**config.mk**
```make
export PLATFORM = sky130hd
export DESIGN_NAME = pgx_addr_ext
export DESIGN_NICKNAME = d
export VERILOG_FILES = /design/src/rtl/pgx_pkg.sv /design/src/rtl/pgx_page_file.sv /design/src/rtl/pgx_kind_dec.sv /design/src/rtl/pgx_compose.sv /design/src/rtl/pgx_addr_ext.sv
export SDC_FILE = /design/constraint.sdc
export NUM_CORES = 1
export LEC_CHECK = 0
export ABC_CLOCK_PERIOD_IN_PS = 5000
export BUFFER_PORTS_ARGS = -buffer_cell sky130_fd_sc_hd__buf_2
export CAP_MARGIN = 20
export CORE_MARGIN = 2
export CORE_UTILIZATION = 60
export CTS_CLUSTER_DIAMETER = 80
export DETAILED_ROUTE_END_ITERATION = 10
export PLACE_DENSITY = 0.9
export SLEW_MARGIN = 20
export SYNTH_ARGS = -nofsm -noshare
export SYNTH_HDL_FRONTEND = slang
export SYNTH_HIERARCHICAL = 1
export SYNTH_SLANG_ARGS = --single-unit
```
**constraint.sdc**
```tcl
create_clock -name clk -period 5 [get_ports clk]
set_input_delay 1.5 -clock clk [delete_from_list [all_inputs] [get_ports clk]]
set_output_delay 1.5 -clock clk [all_outputs]
set_load 0.05 [all_outputs]
```
**src/rtl/pgx_pkg.sv**
```systemverilog
package pgx_pkg;
  localparam int PGX_NUM_CH = 8;
  localparam int PGX_PAGE_W = 8;
  localparam int PGX_OFS_W  = 16;

  typedef enum logic {
    CH_BYTE = 1'b0,
    CH_WORD = 1'b1
  } ch_kind_e;
endpackage

```
**src/rtl/pgx_page_file.sv**
```systemverilog
module pgx_page_file #(
  parameter int NUM_CH = 8,
  parameter int PAGE_W = 8,
  localparam int CH_W  = (NUM_CH > 1) ? $clog2(NUM_CH) : 1
) (
  input  logic              clk,
  input  logic              rst,
  input  logic              we,
  input  logic [CH_W-1:0]   widx,
  input  logic [PAGE_W-1:0] wdata,
  input  logic [CH_W-1:0]   ridx,
  output logic [PAGE_W-1:0] rdata
);
  logic [PAGE_W-1:0] pg_q [NUM_CH];

  // Read is combinational from the array; a same-cycle write lands after
  // the edge, so a lookup in that cycle sees the old value.
  assign rdata = pg_q[ridx];

  always_ff @(posedge clk) begin
    if (rst) begin
      for (int i = 0; i < NUM_CH; i++) pg_q[i] <= '0;
    end else if (we) begin
      pg_q[widx] <= wdata;
    end
  end
endmodule

```
**src/rtl/pgx_kind_dec.sv**
```systemverilog
module pgx_kind_dec
  import pgx_pkg::*;
#(
  parameter int          NUM_CH    = 8,
  parameter logic [NUM_CH-1:0] WORD_MASK = 8'hF0,
  localparam int         CH_W      = (NUM_CH > 1) ? $clog2(NUM_CH) : 1
) (
  input  logic [CH_W-1:0] ch,
  output ch_kind_e        kind
);
  ch_kind_e kind_tab [NUM_CH];

  for (genvar g = 0; g < NUM_CH; g++) begin : g_kind
    if (WORD_MASK[g]) begin : g_word
      assign kind_tab[g] = CH_WORD;
    end else begin : g_byte
      assign kind_tab[g] = CH_BYTE;
    end
  end

  assign kind = kind_tab[ch];
endmodule

```
**src/rtl/pgx_compose.sv**
```systemverilog
module pgx_compose
  import pgx_pkg::*;
#(
  parameter int PAGE_W = 8,
  parameter int OFS_W  = 16,
  localparam int ADDR_W = PAGE_W + OFS_W
) (
  input  logic [PAGE_W-1:0] page,
  input  logic [OFS_W-1:0]  ofs,
  input  ch_kind_e          kind,
  output logic [ADDR_W-1:0] addr
);
  logic [OFS_W-1:0] low_byte;
  logic [OFS_W-1:0] low_word;

  assign low_byte = ofs;
  assign low_word = {ofs[OFS_W-2:0], 1'b0};

  always_comb begin
    unique case (kind)
      CH_WORD: addr = {page, low_word};
      default: addr = {page, low_byte};
    endcase
  end
endmodule

```
**src/rtl/pgx_addr_ext.sv**
```systemverilog
module pgx_addr_ext
  import pgx_pkg::*;
#(
  parameter int                NUM_CH    = PGX_NUM_CH,
  parameter int                PAGE_W    = PGX_PAGE_W,
  parameter int                OFS_W     = PGX_OFS_W,
  parameter logic [NUM_CH-1:0] WORD_MASK = 8'hF0,
  localparam int               CH_W      = (NUM_CH > 1) ? $clog2(NUM_CH) : 1,
  localparam int               ADDR_W    = PAGE_W + OFS_W
) (
  input  logic              clk,
  input  logic              rst,
  input  logic              pg_we,
  input  logic [CH_W-1:0]   pg_widx,
  input  logic [PAGE_W-1:0] pg_wdata,
  input  logic              req,
  input  logic [CH_W-1:0]   req_ch,
  input  logic [OFS_W-1:0]  req_ofs,
  output logic              addr_vld,
  output logic [ADDR_W-1:0] addr,
  output logic              addr_word
);
  logic [PAGE_W-1:0] cur_page;
  ch_kind_e          cur_kind;
  logic [ADDR_W-1:0] cur_addr;

  pgx_page_file #(.NUM_CH(NUM_CH), .PAGE_W(PAGE_W)) u_pf (
    .clk   (clk),
    .rst   (rst),
    .we    (pg_we),
    .widx  (pg_widx),
    .wdata (pg_wdata),
    .ridx  (req_ch),
    .rdata (cur_page)
  );

  pgx_kind_dec #(.NUM_CH(NUM_CH), .WORD_MASK(WORD_MASK)) u_kd (
    .ch   (req_ch),
    .kind (cur_kind)
  );

  pgx_compose #(.PAGE_W(PAGE_W), .OFS_W(OFS_W)) u_cmp (
    .page (cur_page),
    .ofs  (req_ofs),
    .kind (cur_kind),
    .addr (cur_addr)
  );

  always_ff @(posedge clk) begin
    if (rst) begin
      addr_vld  <= 1'b0;
      addr      <= '0;
      addr_word <= 1'b0;
    end else begin
      addr_vld <= req;
      if (req) begin
        addr      <= cur_addr;
        addr_word <= (cur_kind == CH_WORD);
      end
    end
  end
endmodule

```
==> results.toml, run 1 <==
[critical_path]
worst-setup-path-type = "primary input to flip-flop"
r2r_start = "u_pf/pg_q[3][5]$_SDFFCE_PN0P_"
slowest_delay_ps = 820
critPathLaunch = "rst"
reg2reg_slack_ps = 3420
cp_cell_sequence = "buf_2 > or3b_2 > o21bai_1"
critPathSlowestCell = "or3b_2"
required_ps = 4990
cp-endpoint = "u_pf/pg_q[5][2]$_SDFFCE_PN0P_"
end_kind = "flip-flop"
r2r-end = "addr[21]$_SDFFE_PP0P_"
cp_max_fo = 36
arrival_ps = 3300
reg2regPathDepth = 4
setup.worst_path.start_class = "primary input"

[synthesis]
syn_area_per_cell_sq_um = 14.0
synth.distinct_cells = 24
syn-num-nets = 337
syn_area_sq_mm = 0.00425
ys_ff_latch = 90
synth_cells = 303
ys_seq_area_share_pct = 57.5
ys_warn_count = 6

[placed_design]
place_ws_ps = 1320
dpl.hpwl_microns = 5600
io_buffers = 59
placed_cells = 424
place_congestion = 0.870

[final_layout]
layout.nets = 373
drive_above_1_share_pct = 29.7
stdcell_count = 439
area_delta_synth_final_pct = 7.90
insertedDiodeCount = 0

[routing]
vias = 2521
dr.pass1.iters = 7
ant_nets = 0
drt-total-wl_microns = 7890
drt-vias-per-instance = 5.74
drt_iter0_markers = 130
drcViolationCount = 0
post_drt_wl_per_cell_microns = 18.0

[power_and_ir_drop]
leakagePower_nw = 1.75
ir_drop_uv = 179
power_density_mw_per_mm2 = 341

[timing]
finalCriticalPeriod_ps = 3310
final.setup.worst_slack_ps = 1690
period_share_pct = 66.2
worst_slew_pin_slew_ps = 739
final-hold-violation-count = 0
rsz0062_at_grt = "no"
setup_viol = 0
timing.hold.ws_ps = 497
fin_setup_tns_ps = 0
max_clock_freq_mhz = 302
slew_viol_final = 0
clock_skew_ps = 6.71
slew_headroom_pct = 50.7

[global_route]
groute.usage.overall_pct = 22.2
use_met1_pct = 30.2
grt_pass1_vias = 2412
grt_max_degree = 37
globalRouteMet2Util_pct = 35.1
grt_pass1_wl_microns = 12400
busiest_layer = "met2"
antenna_found_initial = 0
met3_usage_pct = 5.00
grt_overflow = 0

[floorplan]
start_util_pct = 62.1
fp.dieH_microns = 88.1
coreArea_sq_mm = 0.00683
placementRows = 30
die_area_sq_mm = 0.00776
die_w_microns = 88.1
ios = 60

[outcome]
status = "finished clean"

[clock_tree]
clock_latency_ps = 350
cts.sinks = 90
clkSlewWorstSetupHoldPaths_ps = 80
cts.path.max_buffers = 2
clockRootBuffer = "clkbuf_8"
htreeDepth = 3
cts_made_buffers = 9
hold_buffers = 0
cts_tree = "done"
cts-resized-gates = 0
post_cts_buffers = 0

[min_path]
hp-class = "flip-flop to flip-flop"

[flow_run]
cap_viol_max_count = 0
-- placed cells by master, fill, tap and decap left out --
cell type and instances:
and2b_2 1, buf_2 59, buf_4 2, bufinv_16 1, clkbuf_8 9, clkinv_1 9
clkinv_4 1, clkinvlp_4 2, dfxtp_1 26, edfxtp_1 64, inv_6 1, mux2_2 14
mux2_4 9, mux2i_1 25, mux4_1 15, mux4_2 1, nand2_1 1, nand2b_1 2
nand3b_1 1, nor2_1 25, nor2b_1 1, nor3_1 64, o21bai_1 8, or2_2 1
or3b_2 1
-- where the power goes --
part	total [mW]	internal, mW	switching (mW)
clock network	0.477	0.229	0.249
logic	0.219	0.0809	0.139
registers	0.865	0.846	0.0197
total	1.56	1.16	0.407
-- layout make-up --
| class | count | area (sq um) |
|---|---|---|
| clock inverters | 6 | 66.3 |
| repair buffers | 61 | 310 |
| fillers | 518 | 2250 |
| inverters | 8 | 30.0 |
| flip-flops and latches | 90 | 2440 |
| clock buffers | 9 | 124 |
| multi-input cells | 169 | 1490 |
| well taps | 96 | 120 |
-- per-layer routing --
layer | vias up | share of wire, %
met3 | 15 | 9.9
met1 | 1159 | 42
met4 | 0 | 2.2
li1 | 1199 | -
met5 | - | 0
met2 | 148 | 46
-- cell families (layout without fill, tap and decap cells) --
| logic type | Yosys count | after routing | synth area share, % |
|---|---|---|---|
| AO/OA/AOI/OAI | 8 | 8 | 1.41 |
| buffers and inverters | 44 | 84 | 7.43 |
| flip-flops | 90 | 90 | 57.5 |
| multiplexers | 64 | 64 | 22.6 |
| AND/OR/NAND/NOR | 97 | 97 | 11.0 |
-- sequential cells by signal, summed over array words and instances, names as in the netlist --
| name | flops |
|---|---|
| u_pf/pg_q | 64 |
| addr | 24 |
| addr_vld | 1 |
| addr_word | 1 |
-- worst max-delay path, delay by kind of cell --
kind                   cells  cell delay (ps)
and+or+nand+nor            1              820
AOI/OAI and AO/OA          1              660
buffers and inverters      1              300
-- Yosys cell counts --
master    number  area, sq um
and2b_2        1         8.76
buf_1          3         11.3
buf_12         4         80.1
buf_2          5         25.0
buf_4          9         67.6
buf_6          6         67.6
clkbuf_1       9         33.8
clkinv_1       8         30.0
dfxtp_1       26          521
edfxtp_1      64         1920
mux2_2        14          158
mux2_4         9          135
mux2i_1       25          250
mux4_1        15          394
mux4_2         1         22.5
nand2_1        1         3.75
nand2b_1       2         12.5
nand3b_1       1         7.51
nor2_1        25         93.8
nor2b_1        1         6.26
nor3_1        64          320
o21bai_1       8         60.1
or2_2          1         6.26
or3b_2         1         8.76
-- metrics by stage --
stage / total power, mW / util, % / cell area [sq um]
after floorplan: 1.06 / - / 4250
after global placement: 1.09 / 64.3 / 4390
after detailed placement: 1.10 / 64.3 / 4390
after CTS: 1.57 / 67.1 / 4580
after global routing: 1.62 / 67.1 / 4580
final: 1.56 / 67.1 / 4580
-- worst min-delay path by stage --
stage	start	endpoint	slack, ps	cells past startpoint
3_5_place_dp	addr[11]$_SDFFE_PP0P_	addr[11]$_SDFFE_PP0P_	480	2
2_1_floorplan	addr[0]$_SDFFE_PP0P_	addr[0]$_SDFFE_PP0P_	740	2
5_1_grt	addr[11]$_SDFFE_PP0P_	addr[11]$_SDFFE_PP0P_	510	2
4_1_cts	addr[11]$_SDFFE_PP0P_	addr[11]$_SDFFE_PP0P_	500	2
6_report	addr[4]$_SDFFE_PP0P_	addr[4]$_SDFFE_PP0P_	500	2
3_3_place_gp	addr[10]$_SDFFE_PP0P_	addr[10]$_SDFFE_PP0P_	470	2
No activity file was read; power rests on OpenSTA's default activity.
==> inputs of run 2 (changes only) <==
ABC_CLOCK_PERIOD_IN_PS = 3250   (was 5000)
CORE_UTILIZATION = 57   (was 60)
PLACE_DENSITY = 0.86   (was 0.9)
clock period = 3.25 ns   (was 5 ns; I/O delays follow)
==> run 2 against run 1 <==
Against the previous run: setup slack lost 870 ps; worst hold slack gained 0.90 ps; highest routed layer unchanged; flip-flop and latch count is the same; clock power grew 54%.
==> results.toml, run 2 (synthesis results as in run 1) <==
[placed_design]
dpl_cell_area_sq_mm = 0.00447
io_buffers = 59
place_congestion = 0.771
dpl.hpwl_microns = 5850

[critical_path]
slowest_delay_ps = 760
worst-setup-path-type = "primary input to flip-flop"
cp-endpoint = "u_pf/pg_q[4][5]$_SDFFCE_PN0P_"
cp_cell_sequence = "buf_2 > or3b_2 > o21bai_1 > buf_4"
critPathLaunch = "rst"
critPathSlowestCell = "or3b_2"
setup.worst_path.start_class = "primary input"
reg2regPathDepth = 4
arrival_ps = 2500
end_kind = "flip-flop"
cp_max_fo = 36
reg2reg_slack_ps = 1660
required_ps = 3320
r2r_start = "u_pf/pg_q[3][3]$_SDFFCE_PN0P_"
r2r-end = "addr[19]$_SDFFE_PP0P_"

[final_layout]
insertedDiodeCount = 0
layout.nets = 383
post-route-util_pct = 64.6
fin_area_sq_mm = 0.00466
register_area_sq_mm = 0.00244
drive_above_1_share_pct = 32.2
area_delta_synth_final_pct = 9.76
top_regs = "u_pf/pg_q: 64 flops, addr: 24 flops"
top_register = "u_pf/pg_q"
multi_input_area_sq_mm = 0.00149
final_cell_mix = "nor3_1, edfxtp_1, buf_2, dfxtp_1"
largest_reg_flops = 64
num-fill-cells = 545

[timing]
worst_slew_pin_slew_ps = 740
finalCriticalPeriod_ps = 2430
slew_viol_final = 0
setup_viol = 0
slew_headroom_pct = 50.7
timing.hold.ws_ps = 498
period_share_pct = 74.7
clock_skew_ps = 9.25
fin_setup_tns_ps = 0
final-hold-violation-count = 0
rsz0062_at_grt = "no"
max_clock_freq_mhz = 412

[power_and_ir_drop]
power_density_mw_per_mm2 = 519
leakagePower_nw = 1.81
ir_drop_uv = 295

[floorplan]
fp.dieH_microns = 90.3
start_util_pct = 58.8
die_area_sq_mm = 0.00815
placementRows = 31
coreArea_sq_mm = 0.00721
ios = 60
die_w_microns = 90.3

[clock_tree]
hold_buffers = 0
cts.sinks = 90
post_cts_buffers = 0
cts_tree = "done"
clockRootBuffer = "clkbuf_8"
cts_made_buffers = 9
clock_latency_ps = 360
htreeDepth = 3
cts-resized-gates = 0
cts.path.max_buffers = 2
clkSlewWorstSetupHoldPaths_ps = 90

[global_route]
antenna_found_initial = 0
groute.usage.overall_pct = 21.5
grt_overflow = 0
grt_pass1_vias = 2545
grt_pass1_wl_microns = 13500
grt_max_degree = 37

[routing]
wl_met2_microns = 3960
drt_iter0_markers = 163
drt-total-wl_microns = 8380
vias = 2551
post_drt_wl_per_cell_microns = 18.5
top_layer_used = "met4"
dr.pass1.iters = 4
wl_met1_microns = 3580
wl_met3_microns = 732
drt-vias-per-instance = 5.63
ant_nets = 0
drcViolationCount = 0

[outcome]
status = "finished clean"

[flow_run]
cap_viol_max_count = 0

[min_path]
hp-class = "flip-flop to flip-flop"
[run 2: changes by cell type in the layout (fill, tap and decap cells not counted)]
cell        previous run  this run
buf_4                  2        12
bufinv_16              1         0
clkinv_1               9         8
clkinvlp_4             2         0
inv_6                  1         4
inv_8                  0         2
[run 2: critical path: cells and delay by family]
kind	cells	cell delay [ps]
AND/OR/NAND/NOR	1	760
buffers and inverters	2	510
AO/OA/AOI/OAI	1	250
[run 2: through the flow]
step | cells | total power [mW] | worst slack, ps
2_1_floorplan | 303 | 1.64 | 693
3_3_place_gp | 437 | 1.70 | 532
3_5_place_dp | 437 | 1.71 | 451
4_1_cts | 453 | 2.43 | 839
5_1_grt | 453 | 2.52 | 727
6_report | 453 | 2.42 | 823
[run 2: how the worst min path moves through the flow]
stage,cells past startpoint,from,endpoint,slack [ps]
final,2,addr[10]$_SDFFE_PP0P_,addr[10]$_SDFFE_PP0P_,500
after detailed placement,2,addr[17]$_SDFFE_PP0P_,addr[17]$_SDFFE_PP0P_,480
after floorplan,2,addr[0]$_SDFFE_PP0P_,addr[0]$_SDFFE_PP0P_,740
after global placement,2,addr_word$_SDFFE_PP0P_,addr_word$_SDFFE_PP0P_,470
after global routing,2,addr[7]$_SDFFE_PP0P_,addr[7]$_SDFFE_PP0P_,530
after CTS,2,addr[10]$_SDFFE_PP0P_,addr[10]$_SDFFE_PP0P_,500
[run 2: area by class of cell]
class	instances	share of cell area, %
clock buffer	9	2.66
clock inverter	7	1.42
inverter	8	0.644
multi-input combinational	169	31.9
sequential	90	52.4
tap	99	2.66
timing repair buffer	71	8.27
[run 2: routing by layer]
metal	GRT usage [%]	vias up
met2	33.4	119
li1	-	1221
met1	30.6	1201
met4	6.41	0
met3	4.92	10
met5	0	-
[run 2: report_power, final]
part	internal (mW)	switching [mW]
clock	0.301	0.434
combinational	0.133	0.221
sequential	1.30	0.0285
